--- config.mk ---
export PLATFORM = sky130hd
export DESIGN_NAME = gauss_sample_core
export DESIGN_NICKNAME = d
export VERILOG_FILES = /design/src/rtl/gsc_pkg.sv /design/src/rtl/gsc_lfsr.sv /design/src/rtl/gsc_log_term.sv /design/src/rtl/gsc_cos_term.sv /design/src/rtl/gauss_sample_core.sv
export SDC_FILE = /design/constraint.sdc
export NUM_CORES = 1
export LEC_CHECK = 0
export BUFFER_PORTS_ARGS = -buffer_cell sky130_fd_sc_hd__clkbuf_2
export CAP_MARGIN = 10
export CORE_MARGIN = 2
export CORE_UTILIZATION = 51
export CTS_CLUSTER_DIAMETER = 60
export CTS_CLUSTER_SIZE = 10
export DETAILED_ROUTE_END_ITERATION = 8
export GPL_ROUTABILITY_DRIVEN = 0
export GPL_TIMING_DRIVEN = 0
export PLACE_DENSITY = 0.74
export SLEW_MARGIN = 25
export SYNTH_ARGS = -nofsm -noshare
export SYNTH_HDL_FRONTEND = slang
export SYNTH_SLANG_ARGS = --single-unit
--- constraint.sdc ---
create_clock -name clk -period 9.1 [get_ports clk]
set_clock_uncertainty 0.2 [all_clocks]
set_input_delay 0 -clock clk [delete_from_list [all_inputs] [get_ports clk]]
set_output_delay 0 -clock clk [all_outputs]
set_load 0.05 [all_outputs]
--- src/rtl/gsc_pkg.sv ---
package gsc_pkg;
  localparam int NUM_LFSR = 8;
  localparam int NIB_W    = 4;
  localparam int LVLS     = 5;
  localparam int LOG_W    = 9;   // 2.7 unsigned
  localparam int COS_W    = 8;   // 1.7 unsigned
  localparam int COS_AW   = 2 * NIB_W;
  localparam int LOG_FRAC = 7;
  localparam int COS_FRAC = 7;
  localparam int OUT_FRAC = 6;
  localparam int SHIFT    = LOG_FRAC + COS_FRAC - OUT_FRAC;
  localparam int PROD_W   = LOG_W + COS_W;
  localparam int MAG_W    = PROD_W - SHIFT;
  localparam int SAMPLE_W = MAG_W + 1;
  localparam int STEPS    = 4;
  localparam int SIGN_IDX = NUM_LFSR - 1;

  function automatic int lfsr_len(input int idx);
    case (idx)
      0: return 22;
      1: return 21;
      2: return 20;
      3: return 17;
      4: return 13;
      5: return 7;
      6: return 5;
      default: return 15;
    endcase
  endfunction

  function automatic logic [31:0] lfsr_mask(input int len);
    case (len)
      21, 5:   return 32'h5;
      20, 17:  return 32'h9;
      13:      return 32'h1B;
      default: return 32'h3;
    endcase
  endfunction

  function automatic logic [LOG_W-1:0] log_entry(input int lvl, input int s);
    real den;
    real v;
    if (s == 0) return '0;
    den = 1.0;
    for (int i = 0; i < lvl; i++) den = den * 16.0;
    v = $sqrt(-$ln((s + 0.467) / den)) * 128.0;
    return LOG_W'($rtoi(v));
  endfunction

  function automatic logic [COS_W-1:0] cos_entry(input int a);
    real v;
    v = $sqrt(2.0) * $cos(3.14159265358979323846 * (a + 0.5) / 512.0) * 128.0;
    return COS_W'($rtoi(v));
  endfunction
endpackage

--- src/rtl/gsc_lfsr.sv ---
module gsc_lfsr #(
  parameter int          LEN   = 5,
  parameter logic [31:0] MASK  = 32'h5,
  parameter logic [31:0] SEED  = 32'h1,
  parameter int          STEPS = 4,
  parameter int          OUT_W = 4
) (
  input  logic             clk,
  input  logic             rst,
  input  logic             adv,
  output logic [OUT_W-1:0] bits_o
);
  logic [LEN-1:0] st, nxt;

  always_comb begin
    nxt = st;
    for (int i = 0; i < STEPS; i++) begin
      if (nxt[LEN-1]) nxt = {nxt[LEN-2:0], 1'b0} ^ MASK[LEN-1:0];
      else            nxt = {nxt[LEN-2:0], 1'b0};
    end
  end

  always_ff @(posedge clk) begin
    if (rst)      st <= SEED[LEN-1:0];
    else if (adv) st <= nxt;
  end

  assign bits_o = st[OUT_W-1:0];
endmodule

--- src/rtl/gsc_log_term.sv ---
module gsc_log_term import gsc_pkg::*; (
  input  logic [LVLS-1:0][NIB_W-1:0] nibs,
  output logic [LOG_W-1:0]           f_val
);
  logic [LVLS-1:0]            below_nz;
  logic [LVLS-1:0][LOG_W-1:0] part;

  assign below_nz[0] = 1'b0;

  for (genvar l = 0; l < LVLS; l++) begin : g_lvl
    logic [LOG_W-1:0] tbl [1 << NIB_W];
    logic [NIB_W-1:0] addr;
    for (genvar s = 0; s < (1 << NIB_W); s++) begin : g_ent
      localparam logic [LOG_W-1:0] WORD = log_entry(l + 1, s);
      assign tbl[s] = WORD;
    end
    if (l > 0) begin : g_chain
      assign below_nz[l] = below_nz[l-1] | (|nibs[l-1]);
    end
    assign addr    = below_nz[l] ? '0 : nibs[l];
    assign part[l] = tbl[addr];
  end

  always_comb begin
    f_val = '0;
    for (int l = 0; l < LVLS; l++) f_val = f_val | part[l];
  end
endmodule

--- src/rtl/gsc_cos_term.sv ---
module gsc_cos_term import gsc_pkg::*; (
  input  logic [COS_AW-1:0] addr,
  output logic [COS_W-1:0]  g_val
);
  logic [COS_W-1:0] tbl [1 << COS_AW];

  for (genvar a = 0; a < (1 << COS_AW); a++) begin : g_ent
    localparam logic [COS_W-1:0] WORD = cos_entry(a);
    assign tbl[a] = WORD;
  end

  assign g_val = tbl[addr];
endmodule

--- src/rtl/gauss_sample_core.sv ---
module gauss_sample_core import gsc_pkg::*; #(
  // element i seeds register i; the first listed value is element 7
  parameter logic [NUM_LFSR-1:0][31:0] SEEDS = {32'h2B, 32'h15, 32'h5A, 32'h3C1,
                                                 32'h1F07, 32'hABCD, 32'h3E21F, 32'h24F3}
) (
  input  logic                clk,
  input  logic                rst,
  input  logic                en,
  input  logic                out_ready,
  output logic                out_valid,
  output logic [SAMPLE_W-1:0] out_sample
);
  logic                           load;
  logic [NUM_LFSR-2:0][NIB_W-1:0] nib;
  logic                           sign_bit;
  logic [LOG_W-1:0]               f_val;
  logic [COS_W-1:0]               g_val;
  logic [PROD_W-1:0]              prod;
  logic [MAG_W-1:0]               mag;
  logic [SAMPLE_W-1:0]            next_sample;

  assign load = en && (!out_valid || out_ready);

  for (genvar i = 0; i < NUM_LFSR - 1; i++) begin : g_rng
    gsc_lfsr #(
      .LEN(lfsr_len(i)), .MASK(lfsr_mask(lfsr_len(i))), .SEED(SEEDS[i]),
      .STEPS(STEPS), .OUT_W(NIB_W)
    ) u_lfsr (.clk(clk), .rst(rst), .adv(load), .bits_o(nib[i]));
  end

  gsc_lfsr #(
    .LEN(lfsr_len(SIGN_IDX)), .MASK(lfsr_mask(lfsr_len(SIGN_IDX))),
    .SEED(SEEDS[SIGN_IDX]), .STEPS(STEPS), .OUT_W(1)
  ) u_sign (.clk(clk), .rst(rst), .adv(load), .bits_o(sign_bit));

  gsc_log_term u_log (.nibs(nib[LVLS+1:2]), .f_val(f_val));
  gsc_cos_term u_cos (.addr({nib[0], nib[1]}), .g_val(g_val));

  assign prod        = PROD_W'(f_val) * PROD_W'(g_val);
  assign mag         = MAG_W'(prod >> SHIFT);
  assign next_sample = sign_bit ? ~{1'b0, mag} : {1'b0, mag};

  always_ff @(posedge clk) begin
    if (rst) begin
      out_valid  <= 1'b0;
      out_sample <= '0;
    end else if (load) begin
      out_valid  <= 1'b1;
      out_sample <= next_sample;
    end else if (out_ready) begin
      out_valid  <= 1'b0;
    end
  end
endmodule

==> run metrics <==
status=finished, final reports clean; endpoints failing hold=0; combinational family with the most area after synthesis=simple AND/OR/NAND/NOR gates; worst r2r path cells=26; DRT Pass-1 Iters=6; unique cell type count in the Yosys netlist=71; Crit. End Element=register; DR vias=9537; total nets after synthesis=1421; H-tree depth=4; drt total wl=28.75 mm; pwr/cell area=254.0 nW/µm²; Synth Area in Simple Gates=0.2333; hold slack final=0.03801 ns; r2r endpoint=out_sample[8]$_SDFFE_PP0P_; reg2reg start=g_rng[2].u_lfsr.st[0]$_SDFFE_PP1P_; Synth area leader=dfxtp_1; Mapped Cells=1310; Synth area leaders=dfxtp_1 (26%), nand2_1 (8.9%), ha_1 (8.4%); Period minus WS final=8.393 ns; DRC=0; worst-skew pair later-pin latency=0.43 ns; Seq cells post-synth=131; Slew HR=0.3078; hold endpoint=g_rng[0].u_lfsr.st[2]$_SDFFE_PP0P_; max-cap viol count=0; setup repair bufs after CTS=0; Post-Synth Adder-Cell Area=0.1648; cts repair resizes=0; fin cells=1621; Final #Nets=1455; R2R Setup Slk=0.71 ns; Die ar.=20640 µm²; syn avg cell area=7.593 µm²; 1st-iter DRT viols=1181; Post-synth top cells=nand2_1 (235), dfxtp_1 (131), nor2_1 (119), a21oi_1 (105), inv_1 (87); Post-synth EDFFs=0; FMAX=119.1 MHz; Startpoint Class=register; Overflow after GRT=0; synth warn=0; Reg clk slew, reported paths=0.06 ns; fin crit share=0.9223; I/O Pins=15; post-synthesis mux area share=0.02553; Crit path arrival time=8.53 ns; Inst Count DP=1588; total CTS buffers=17; XOR/XNOR Fraction of Synth Area=0.04843; Worst EP required=9.24 ns; HPWL after detailed placement=20.87 mm; gr usage total=0.2840; Sink Count=131; wire per inst=17.74 µm; Hold Path Stages=2; final-report max-slew violation count=0; CTS Root Cell=clkbuf_16; PortBufs=13; Setup violations, final=0; Top delay family on crit path=adder cells; Max stage delay cell, worst path=a2111oi_0; Hold WC Path Type=in2reg; first-pass GRT wire length=45.93 mm; hold path start=rst; Die W=143.7 µm; TritonCTS clock tree=done; largest net degree at the start of global routing=17; top_reg_cell synth=dfxtp_1; post-synthesis compound-gate area fraction=0.1931; RSZ-0062 raised after global routing=no; vias in the first global route=8947; vias per cell=5.883; Worst Path Buf+Inv=5; Detail Route Antenna Nets=0; die height=143.7 µm; core area=19270 µm²; Critical Path Source=g_rng[2].u_lfsr.st[0]$_SDFFE_PP1P_; critical-path maximum fanout=9; Worst VDD drop=186.2 µV; ANT cells=0; async set-reset flop share out of synthesis=0; most numerous cell in the Yosys netlist=nand2_1; FP Rows=51; share of cells above drive strength 1=0.06416; area delta synth->final=10.18%; Yosys top cell area share=0.2636; Critical Path Max Stage Delay=0.69 ns; leakage power=4.674 nW; Mapped Area=9947 µm²; Setup CP Type=reg2reg; antenna violations before repair=0; starting density of the core=0.5162; post-layout util=0.5687; Slew @ Worst Pin=1.030 ns; setup TNS=0 ns; sequential area share after synthesis=0.2636; CTS Hold Bufs=2; Clock Tree Buf Depth=2
## sequential cells by signal, summed over array words and instances (netlist names)
name,count
g_rng.u_lfsr.st,105
u_sign.st,15
out_sample,10
out_valid,1
## power breakdown
group	internal [mW]	leakage [nW]	switching [mW]
combinational	0.566	3.30	0.877
sequential	0.629	1.09	0.0404
clock	0.421	0.286	0.250
## through the flow
stage               power, mW  cell area [µm²]  setup slack [ns]
global route            2.999            10960            0.4055
floorplan               1.762             9947             1.814
finish                  2.784            10960            0.7070
CTS                     2.777            10950            0.7134
global placement        2.074            10340            0.7006
detailed placement      2.100            10350            0.7325
## worst max path at each step
stage	cells after the start	endpoint	slack (ns)
global route	27	out_sample[8]$_SDFFE_PP0P_	0.41
detailed placement	27	out_sample[8]$_SDFFE_PP0P_	0.73
floorplan	26	out_sample[8]$_SDFFE_PP0P_	1.81
finish	26	out_sample[8]$_SDFFE_PP0P_	0.71
CTS	27	out_sample[8]$_SDFFE_PP0P_	0.71
global placement	27	out_sample[8]$_SDFFE_PP0P_	0.70
## cells in the final DEF, fill, tap and decap left out, types with 22 or more instances in the layout
| cell type | synthesis | final |
|---|---|---|
| nand2_1 | 235 | 235 |
| dfxtp_1 | 131 | 131 |
| nor2_1 | 119 | 119 |
| a21oi_1 | 105 | 105 |
| inv_1 | 87 | 87 |
| clkbuf_1 | 81 | 83 |
| ha_1 | 67 | 67 |
| o21ai_0 | 45 | 45 |
| fa_1 | 40 | 40 |
| nand3_1 | 38 | 38 |
| xnor2_1 | 37 | 37 |
| o211ai_1 | 33 | 33 |
| a211oi_1 | 32 | 31 |
| or2_2 | 22 | 22 |
## final cells by class
cell class | count | area (µm²)
Fill cell | 1839 | 8312
Multi-Input combinational cell | 993 | 6633
Sequential cell | 131 | 2623
Clock buffer | 22 | 474.2
Buffer | 97 | 374.1
Inverter | 89 | 334.1
Tap cell | 265 | 331.6
Clock inverter | 9 | 105.1
Timing Repair Buffer | 15 | 85.08
## routing by layer
metal	routed length (µm)	track usage	part of all wire
met5	0	0	0
met4	1191	0.1223	0.041
met3	1849	0.05165	0.064
met2	13250	0.4659	0.46
met1	12470	0.3669	0.43
## cells by family after synthesis
| group | after synthesis |
|---|---|
| DFF | 131 |
| adders and majority gates | 107 |
| AOI/OAI and AO/OA | 299 |
| buffers and inverters | 186 |
| muxes | 21 |
| and+or+nand+nor | 511 |
| xor gates and xnor gates | 55 |
No activity file was read; power rests on OpenSTA's default activity.
